<file path="src/rtl/msr_pkg.sv">
package msr_pkg;
  localparam int LINE_COUNT = 4;
  localparam int LINE_CTS = 0;
  localparam int LINE_DSR = 1;
  localparam int LINE_RI  = 2;
  localparam int LINE_DCD = 3;

  typedef struct packed {
    logic [LINE_COUNT-1:0] setFlag;
    logic                  clearAll;
  } msr_strobes_t;
endpackage

</file>
<file path="src/rtl/msr_sync.sv">
module msr_sync #(
  parameter int WIDTH = 4,
  parameter int STAGES = 2
) (
  input  logic             clk,
  input  logic             rst,
  input  logic [WIDTH-1:0] asyncIn,
  output logic [WIDTH-1:0] syncOut
);
  genvar g;
  generate
    for (g = 0; g < WIDTH; g++) begin : gLine
      logic [STAGES-1:0] chain;
      always_ff @(posedge clk or posedge rst) begin
        if (rst) chain <= '1;
        else     chain <= {chain[STAGES-2:0], asyncIn[g]};
      end
      assign syncOut[g] = chain[STAGES-1];
    end
  endgenerate
endmodule

</file>
<file path="src/rtl/msr_ctrl.sv">
module msr_ctrl
  import msr_pkg::*;
(
  input  logic [LINE_COUNT-1:0] curLvl,
  input  logic [LINE_COUNT-1:0] prevLvl,
  input  logic                  rdStrobe,
  output msr_strobes_t          strobes
);
  logic [LINE_COUNT-1:0] toggled;

  always_comb begin
    toggled = curLvl ^ prevLvl;
    strobes.setFlag = toggled;
    // ring indicator flags only the pin rising (ring ends)
    strobes.setFlag[LINE_RI] = curLvl[LINE_RI] & ~prevLvl[LINE_RI];
    strobes.clearAll = rdStrobe;
  end
endmodule

</file>
<file path="src/rtl/msr_datapath.sv">
module msr_datapath
  import msr_pkg::*;
#(
  parameter int SYNC_STAGES = 2
) (
  input  logic                  clk,
  input  logic                  rst,
  input  logic [LINE_COUNT-1:0] pinsN,
  input  msr_strobes_t          strobes,
  input  logic                  msIntEn,
  input  logic                  autoCtsEn,
  output logic [LINE_COUNT-1:0] curLvl,
  output logic [LINE_COUNT-1:0] prevLvl,
  output logic [2*LINE_COUNT-1:0] statusWord,
  output logic                  msIrq
);
  logic [LINE_COUNT-1:0] flags;
  logic [LINE_COUNT-1:0] irqMask;

  msr_sync #(.WIDTH(LINE_COUNT), .STAGES(SYNC_STAGES)) u_sync (
    .clk     (clk),
    .rst     (rst),
    .asyncIn (pinsN),
    .syncOut (curLvl)
  );

  always_ff @(posedge clk or posedge rst) begin
    if (rst) prevLvl <= '1;
    else     prevLvl <= curLvl;
  end

  always_ff @(posedge clk or posedge rst) begin
    if (rst)                   flags <= '0;
    else if (strobes.clearAll) flags <= strobes.setFlag;
    else                       flags <= flags | strobes.setFlag;
  end

  always_comb begin
    irqMask = '1;
    irqMask[LINE_CTS] = ~autoCtsEn;
  end

  assign statusWord = {~curLvl, flags};
  assign msIrq      = msIntEn & (|(flags & irqMask));
endmodule

</file>
<file path="src/rtl/modem_status_reg.sv">
module modem_status_reg
  import msr_pkg::*;
#(
  parameter int SYNC_STAGES = 2
) (
  input  logic       clk,
  input  logic       rst,
  input  logic       ctsN,
  input  logic       dsrN,
  input  logic       riN,
  input  logic       dcdN,
  input  logic       rdStrobe,
  input  logic       msIntEn,
  input  logic       autoCtsEn,
  output logic [7:0] statusWord,
  output logic       msIrq
);
  logic [LINE_COUNT-1:0] pinsN;
  logic [LINE_COUNT-1:0] curLvl;
  logic [LINE_COUNT-1:0] prevLvl;
  msr_strobes_t          strobes;

  always_comb begin
    pinsN = '0;
    pinsN[LINE_CTS] = ctsN;
    pinsN[LINE_DSR] = dsrN;
    pinsN[LINE_RI]  = riN;
    pinsN[LINE_DCD] = dcdN;
  end

  msr_ctrl u_ctrl (
    .curLvl   (curLvl),
    .prevLvl  (prevLvl),
    .rdStrobe (rdStrobe),
    .strobes  (strobes)
  );

  msr_datapath #(.SYNC_STAGES(SYNC_STAGES)) u_dp (
    .clk        (clk),
    .rst        (rst),
    .pinsN      (pinsN),
    .strobes    (strobes),
    .msIntEn    (msIntEn),
    .autoCtsEn  (autoCtsEn),
    .curLvl     (curLvl),
    .prevLvl    (prevLvl),
    .statusWord (statusWord),
    .msIrq      (msIrq)
  );
endmodule

</file>
<file path="config.mk">
export PLATFORM = sky130hd
export DESIGN_NAME = modem_status_reg
export DESIGN_NICKNAME = d
export VERILOG_FILES = /design/src/rtl/msr_pkg.sv /design/src/rtl/msr_sync.sv /design/src/rtl/msr_ctrl.sv /design/src/rtl/msr_datapath.sv /design/src/rtl/modem_status_reg.sv
export SDC_FILE = /design/constraint.sdc
export NUM_CORES = 1
export LEC_CHECK = 0
export CAP_MARGIN = 10
export CORE_AREA = 2 2 39 41
export DETAILED_ROUTE_END_ITERATION = 12
export DIE_AREA = 0 0 41 43
export GPL_TIMING_DRIVEN = 0
export PLACE_DENSITY = 0.68
export SLEW_MARGIN = 20
export SYNTH_ARGS = -nofsm -noshare
export SYNTH_HDL_FRONTEND = slang
export SYNTH_SLANG_ARGS = --single-unit
</file>
<file path="constraint.sdc">
create_clock -name clk -period 1.53 [get_ports clk]
set_clock_uncertainty 0.15 [all_clocks]
set_input_delay 0.459 -clock clk [delete_from_list [all_inputs] [get_ports clk]]
set_output_delay 0.459 -clock clk [all_outputs]
set_load 0.05 [all_outputs]
</file>
# [Yosys cells after proc, flatten, opt, wreduce, memory -nomap -nowiden]
# Index checks and enable logic that the tools add are counted.
[totals] out_inout_bits=9 input_bits=9 latch_bits=0 romBits=0 reg_bits=16 ramBits=0 n_memories=0
[classes] reduce_logical=1 n_bitwise=8 n_addsub=0 div=0 n_mul=0 eq_ne=0 order_cmp=0 shifts=0 n_mux=1
[ops] cell="4-bit bitwise AND" n=1
[ops] cell="4-bit two-way mux" n=1
[ops] cell="4-bit inverter" n=1
[ops] cell="4-bit bitwise OR" n=1
[ops] cell="4-bit OR reduction" n=1
[ops] cell="4-bit bitwise XOR" n=1
[ops] cell="1-bit bitwise AND" n=2
[ops] cell="1-bit inverter" n=2

# [Depth between registers and ports, before layout]
# Gate-level depths: netlist (run 1).
[logic_depth] ltp_word=4 ltp_mapped=2

# [Cells and area by module]
# A second synthesis (run 1) with hierarchy kept.
[hier_totals] cells_unflattened=38 area_unflattened_um2=568.0
[by_module_without_submodules] mod="msr_datapath" cells_each=20 area_each_um2=284.0 n_inst=1
[by_module_without_submodules] mod="msr_sync" cells_each=13 area_each_um2=244.0 n_inst=1
[by_module_without_submodules] mod="msr_ctrl" cells_each=5 area_each_um2=40.0 n_inst=1

# [Least setup slack after synthesis (run 1)]
# OpenSTA, ideal clock, no wires.
[synth_path] kind="flip-flop to output port" start="reg u_dp.flags[0]" end="out msIrq" stages_incl_launch_ff=3 arrival_ns=1.294 n_path_buf=0 required_ns=0.921 path_slack_ns=-0.373 cell_sequence="dfrtp_1 > nor2b_4 > o41a_1"
[synth_via] elab_chain_cells=3
[synth_rtl] item="start, declared" line="msr_datapath.sv:17" source="logic [LINE_COUNT-1:0] flags;"
[synth_rtl] item="start signal, assigned" line="msr_datapath.sv:34" source="else if (strobes.clearAll) flags <= strobes.setFlag;"
[synth_rtl] item="start signal, assigned" line="msr_datapath.sv:35" source="else flags <= flags | strobes.setFlag;"
[synth_rtl] item="4-bit bitwise AND" line="msr_datapath.sv:44" source="assign msIrq = msIntEn & (|(flags & irqMask));"
[synth_rtl] item="4-bit OR reduction" line="msr_datapath.sv:44"
[synth_rtl] item="1-bit bitwise AND" line="msr_datapath.sv:44"
[synth_rtl] item="end, declared" line="modem_status_reg.sv:16" source="output logic msIrq"
# No other way between the ends.

# [Final worst setup path (run 1)]
[layout_path] start="reg u_dp.flags[1]" end="out msIrq"
# The elaborated chain is that of the path after synthesis.

==> impl_metrics.csv, run 1 <==
group,metric,value,unit
worst_setup_path,crit_type,"register to output pin",
cells_and_area,diodes,0,
pwr,finalPower,929,uW
floorplanning,start_util,0.377,
clocking,cts_num_sinks,16,
logic_synthesis,synthTopCellsByCount,"dfstp_2, inv_1, dfrtp_1",
logic_synthesis,synth_cells,34,
worst_setup_path,end_kind,"output pin",
sta,setup_viol,6,
clocking,clkTransAtPathRegs,90,ps
route,antenna_left,0,
sta,fin_crit_sh,1.27,
sta,holdWs,209,ps
floorplanning,die_width,41,um
logic_synthesis,yosys_warnings,0,
route,drtIter0Drc,0,
clocking,cts_tree,"done",
sta,maxClockFrequency,0.513,GHz
floorplanning,core_area,1380,um^2
pwr,ir_drop,0.580,mV
grt,grt_max_degree,17,
pwr,powerDensity,1160,nW/um^2
sta,rsz0062_at_grt,"yes",
grt,grt_usage,0.0970,
floorplanning,die-area,1760,um^2
route,routed_wl,726,um
sta,period_needed,1950,ps
worst_hold_path,hold_path.class,"register to register",
worst_setup_path,critPathArrivalTime,1340,ps
placed_design,place_congestion,0.578,
placed_design,placed_cells,67,
cells_and_area,area_growth,53.2,%
logic_synthesis,synth_flop_cell,"dfstp_2",
placed_design,io_buffer_count,17,
sta,setup_slack,-419,ps
floorplanning,rows,14,
sta,max_slew_margin,0.627,
route,drc,0,
status,status,"finished, violations left",
route,detail_route.vias_per_cell,4.32,
run,maxCapViolCount,0,
grt,grt_first_pass_wirelength,1120,um
worst_setup_path,cp-start-kind,"register",
grt,overflow,0,
logic_synthesis,synthArstFlopShare,1.00,
logic_synthesis,seq_area_frac_synth,0.796,
clocking,clock_path_buffers,2,
logic_synthesis,syn_area_per_cell,15.3,um^2
grt,grt_pass1_vias,306,
status,violations,"negative setup slack",
cells_and_area,finalNonFillerCells,75,
placed_design,hpwl,530,um
logic_synthesis,yosysMostFrequentCell,"dfstp_2",
clocking,cts-buffers-inserted,3,
floorplanning,die_y,43,um
logic_synthesis,synth_edf_count,0,
sta,worstMarginPinSlew,558,ps
grt,antenna_found_initial,0,
cells_and_area,nNetsFinal,69,
clocking,htreeDepth,1,
worst_setup_path,critPathMaxFanout,2,
logic_synthesis,synth_cell_types,8,
logic_synthesis,synth.area.top_cells,"dfstp_2, dfrtp_1, inv_1, xnor2_1, o21ai_1",
route,firstDrtPassIters,1,
worst_setup_path,worstPathRequired,920,ps
logic_synthesis,syn_nets,43,
sta,drv_slew,0,
logic_synthesis,synth_top_area_frac,0.604,
placed_design,placed_area,727,um^2
cells_and_area,layout-drive-gt1-share,0.661,
sta,hold_viol_final,0,
logic_synthesis,yosys.area.top_type,"dfstp_2",
clocking,clk_latency,270,ps
floorplanning,ios,18,
route,vias,324,
route,wl_per_cell,9.68,um
pwr,cellLeakagePower,0.000368,uW
logic_synthesis,ys_ff_latch,16,
cells_and_area,finalInstanceArea,800,um^2
clocking,clockRootBuffer,"clkbuf_4",
logic_synthesis,syn_area,522,um^2
==> final timing paths <==
path	cells past startpoint	from	end	slack, ps
setup / recovery	2	u_dp.flags[1]	msIrq	-420
hold / removal	0	u_dp.u_sync.gLine[0].chain[0]	u_dp.u_sync.gLine[0].chain[1]	210
setup reg to reg	3	u_dp.u_sync.gLine[3].chain[1]	u_dp.flags[3]	440
hold reg to reg	0	u_dp.u_sync.gLine[0].chain[0]	u_dp.u_sync.gLine[0].chain[1]	210
max in group asynchronous	2	rst	u_dp.flags[0]	450
min in group asynchronous	2	rst	u_dp.flags[1]	370
==> state kept, by name (all words and copies together) (netlist names) <==
signal and cells:
u_dp.flags 4, u_dp.prevLvl 4, u_dp.u_sync.gLine.chain 8
==> final cells by class <==
type | count | area [um^2]
fill | 124 | 584
inverter | 9 | 33.8
multi-input combinational | 9 | 82.6
sequential | 16 | 420
timing repair buffer | 21 | 206
tap | 16 | 20.0
clock buffer | 4 | 36.3
==> critical path: stages, from the launching register on <==
cell and delay, ps:
dfrtp_2 420, o41a_4 480, buf_6 160
==> through the flow <==
step / setup TNS (ps) / utilization / worst slack, ps
3_3_place_gp: -3370 / 0.525 / -1130
3_5_place_dp: -3430 / 0.525 / -1130
5_1_grt: -1000 / 0.578 / -457
6_report: -766 / 0.578 / -419
2_1_floorplan: -192 / - / -192
4_1_cts: -830 / 0.572 / -431
==> layer usage <==
metal	vias up	routed length, um	part of all wire	GRT usage
met4	0	0	0	0.0400
met3	0	75	0.10	0.0471
li1	152	-	-	-
met1	158	287	0.40	0.116
met2	14	364	0.50	0.144
met5	-	0	0	0
==> timing repair <==
| action | in CTS | in global routing |
|---|---|---|
| gates resized for setup | 65 | 2 |
| buffers inserted | 4 | 0 |
| hold buffers | 0 | 0 |
| setup endpoints to repair | 9 | 8 |
==> cells in the final DEF, fill, tap and decap left out <==
cell type,Yosys,final
buf_4,0,5
buf_6,0,8
clkbuf_4,0,3
clkbuf_8,0,1
clkdlybuf4s50_1,0,7
dfrtp_2,0,4
dfstp_2,12,12
dlygate4sd2_1,0,1
inv_1,9,5
inv_2,0,4
nor2b_4,1,1
o21ai_1,3,3
o22ai_1,1,1
o41a_4,0,1
xnor2_1,3,3
==> cells by family after synthesis <==
kind of cell | Yosys count | share of synthesized area
xor gates and xnor gates | 3 | 0.0504
and+or+nand+nor | 1 | 0.0264
buffers and inverters | 9 | 0.0647
DFF | 16 | 0.796
AOI/OAI and AO/OA | 5 | 0.0623
==> power by group <==
| part | switching [uW] | internal (uW) | total [uW] |
|---|---|---|---|
| combinational | 102 | 77.4 | 180 |
| sequential | 17.9 | 465 | 483 |
| clock | 122 | 145 | 266 |
| total | 242 | 687 | 929 |
Note: power is estimated with default switching activity, not from simulation.
==> run 2: changes to the inputs <==
==> constraint.sdc (replaced) <==
create_clock -name clk -period 1.53 [get_ports clk]
set_clock_uncertainty 0.15 [all_clocks]
set_input_delay 0.459 -clock clk [delete_from_list [all_inputs] [get_ports clk]]
set_output_delay 0.459 -clock clk [all_outputs]
set_load 0.02 [all_outputs]
==> run 2 against run 1 <==
Effect of this change:
- the flow still finishes with violations (negative setup slack)
- hold slack about the same
- setup slack better by 94 ps
- count of clock-buffer cells in the layout down 1
- combinational power down 29%
- largest power group unchanged
- register-to-register slack about the same
- cell area down 4.5%
- sequential power down 1%
- global-route usage up 0.83 points
- power down 13%
- via count down 0.62%
- critical endpoint unchanged
==> impl_metrics.csv, run 2 (synthesis results as in run 1) <==
group,metric,value,unit
status,status,"finished, violations left",
status,violations,"negative setup slack",
cells_and_area,layout-drive-gt1-share,0.576,
sta,setup_viol,6,
worst_setup_path,crit_type,"register to output pin",
route,firstDrtPassIters,2,
sta,maxClockFrequency,0.539,GHz
placed_design,place_congestion,0.598,
worst_setup_path,worstPathRequired,920,ps
clocking,clkTransAtPathRegs,80,ps
run,maxCapViolCount,0,
grt,grt_first_pass_wirelength,1190,um
sta,worstMarginPinSlew,559,ps
sta,setup_slack,-324,ps
pwr,powerDensity,1060,nW/um^2
cells_and_area,diodes,0,
worst_setup_path,ff2ff_setup_slack,440,ps
worst_hold_path,hold_end,"u_dp.u_sync.gLine[3].chain[1]",
grt,grt_pass1_vias,301,
floorplanning,die_y,43,um
route,drtIter0Drc,1,
sta,hold_viol_final,0,
worst_setup_path,crit-reg2reg-launch,"u_dp.u_sync.gLine[1].chain[1]",
worst_hold_path,hold_start,"u_dp.u_sync.gLine[3].chain[0]",
sta,drv_slew,0,
worst_setup_path,timing.rr.end,"u_dp.flags[1]",
cells_and_area,mostFrequentLayoutCells,"dfstp_2, clkdlybuf4s50_1, buf_6",
worst_setup_path,end_kind,"output pin",
route,routed_wl,743,um
route,vias,322,
cells_and_area,area_growth,46.3,%
sta,holdWs,209,ps
worst_hold_path,hold_path.class,"register to register",
cells_and_area,nNetsFinal,70,
grt,antenna_found_initial,0,
worst_setup_path,critPathMaxFanout,2,
clocking,clk_latency,270,ps
clocking,cts-buffers-inserted,3,
clocking,htreeDepth,1,
clocking,cts_tree,"done",
cells_and_area,top_register,"u_dp.u_sync.gLine.chain",
floorplanning,core_area,1380,um^2
sta,setup_tns,-509,ps
cells_and_area,final_common_cell,"dfstp_2",
pwr,ir_drop,0.549,mV
clocking,cts_num_sinks,16,
route,drc,0,
sta,period_needed,1850,ps
worst_setup_path,cp-start-kind,"register",
worst_hold_path,hold_path_depth,0,
floorplanning,rows,14,
cells_and_area,fill_cells,143,
floorplanning,start_util,0.377,
grt,overflow,0,
worst_setup_path,rr_worst_depth,3,
floorplanning,die_width,41,um
clocking,clock_path_buffers,2,
clocking,clockRootBuffer,"clkbuf_4",
cells_and_area,largest_reg_flops,8,
route,antenna_left,0,
floorplanning,die-area,1760,um^2
route,wl_per_cell,9.91,um
sta,rsz0062_at_grt,"yes",
sta,max_slew_margin,0.627,
floorplanning,ios,18,
route,detail_route.vias_per_cell,4.29,
grt,grt_max_degree,17,
cells_and_area,reg.largest.list,"u_dp.u_sync.gLine.chain: 8 flops, u_dp.flags: 4 flops, u_dp.prevLvl: 4 flops",
worst_setup_path,critPathArrivalTime,1250,ps
pwr,cellLeakagePower,0.000357,uW
placed_design,io_buffer_count,17,
sta,fin_crit_sh,1.21,
grt,grt_usage,0.105,
==> run 2: cell types whose count changed in the layout (fill, tap and decap cells not counted), moves of 2 or more <==
| cell | before | now |
|---|---|---|
| dfrtp_1 | 0 | 4 |
| dfrtp_2 | 4 | 0 |
| buf_2 | 0 | 3 |
| buf_6 | 8 | 6 |
==> run 2: layout make-up <==
cell class | instances | area, um^2 | area share
multi-input cells | 9 | 72.6 | 0.0951
repair buffers | 22 | 199 | 0.261
well taps | 16 | 20.0 | 0.0262
inverters | 9 | 33.8 | 0.0443
clock buffers | 3 | 22.5 | 0.0295
flip-flops and latches | 16 | 415 | 0.544
==> run 2: how the worst max path moves through the flow <==
stage	startpoint	to	slack, ps	depth (start not counted)
floorplan	u_dp.flags[0]	msIrq	-70	2
global placement	autoCtsEn	msIrq	-920	4
detailed placement	autoCtsEn	msIrq	-930	4
CTS	u_dp.flags[0]	msIrq	-360	3
global route	u_dp.flags[1]	msIrq	-380	2
finish	u_dp.flags[0]	msIrq	-320	3
==> run 2: metrics by stage <==
step / std cells / cell area, um^2 / power [uW] / utilization / setup WS [ps]
2_1_floorplan: 34 / 522 / 539 / - / -65.9
3_3_place_gp: 67 / 712 / 602 / 0.514 / -923
3_5_place_dp: 67 / 712 / 606 / 0.514 / -933
4_1_cts: 74 / 749 / 811 / 0.542 / -358
5_1_grt: 75 / 763 / 860 / 0.552 / -378
6_report: 75 / 763 / 807 / 0.552 / -324
==> run 2: metal layers <==
| metal | vias to the layer above | track usage | wire (um) |
|---|---|---|---|
| li1 | 152 | - | - |
| met1 | 156 | 0.130 | 296 |
| met2 | 14 | 0.147 | 389 |
| met3 | 0 | 0.0471 | 58 |
| met4 | 0 | 0.0600 | 0 |
| met5 | - | 0 | 0 |
==> run 2: report_power, final <==
| group | total (uW) | internal, uW | switching (uW) | leakage, uW |
|---|---|---|---|---|
| sequential | 478 | 463 | 14.8 | 0.000171 |
| clock | 203 | 91.0 | 112 | 0.0000138 |
| combinational | 127 | 68.1 | 58.7 | 0.000172 |
| total | 807 | 622 | 185 | 0.000357 |
==> run 2: worst max-delay path, cell delays in order (launching register included) <==
cell and delay [ps]:
dfrtp_1 390, nor2b_4 130, o41a_1 320, buf_6 140
==> run 2: what timing repair did <==
action                     CTS  global route
hold buffers                 0             0
setup buffers                4             1
setup endpoints to repair    9             5
gates resized for setup     51             2
==> run 3: changes to the inputs <==
--- a/config.mk
+++ b/config.mk
@@ -11,7 +11,7 @@
 export DIE_AREA = 0 0 41 43
 export GPL_TIMING_DRIVEN = 0
 export PLACE_DENSITY = 0.68
-export SLEW_MARGIN = 20
+export SLEW_MARGIN = 40
 export SYNTH_ARGS = -nofsm -noshare
 export SYNTH_HDL_FRONTEND = slang
 export SYNTH_SLANG_ARGS = --single-unit
==> results of run 3 <==
Same layout as run 2: the final DEF is identical, and so are final timing and power.
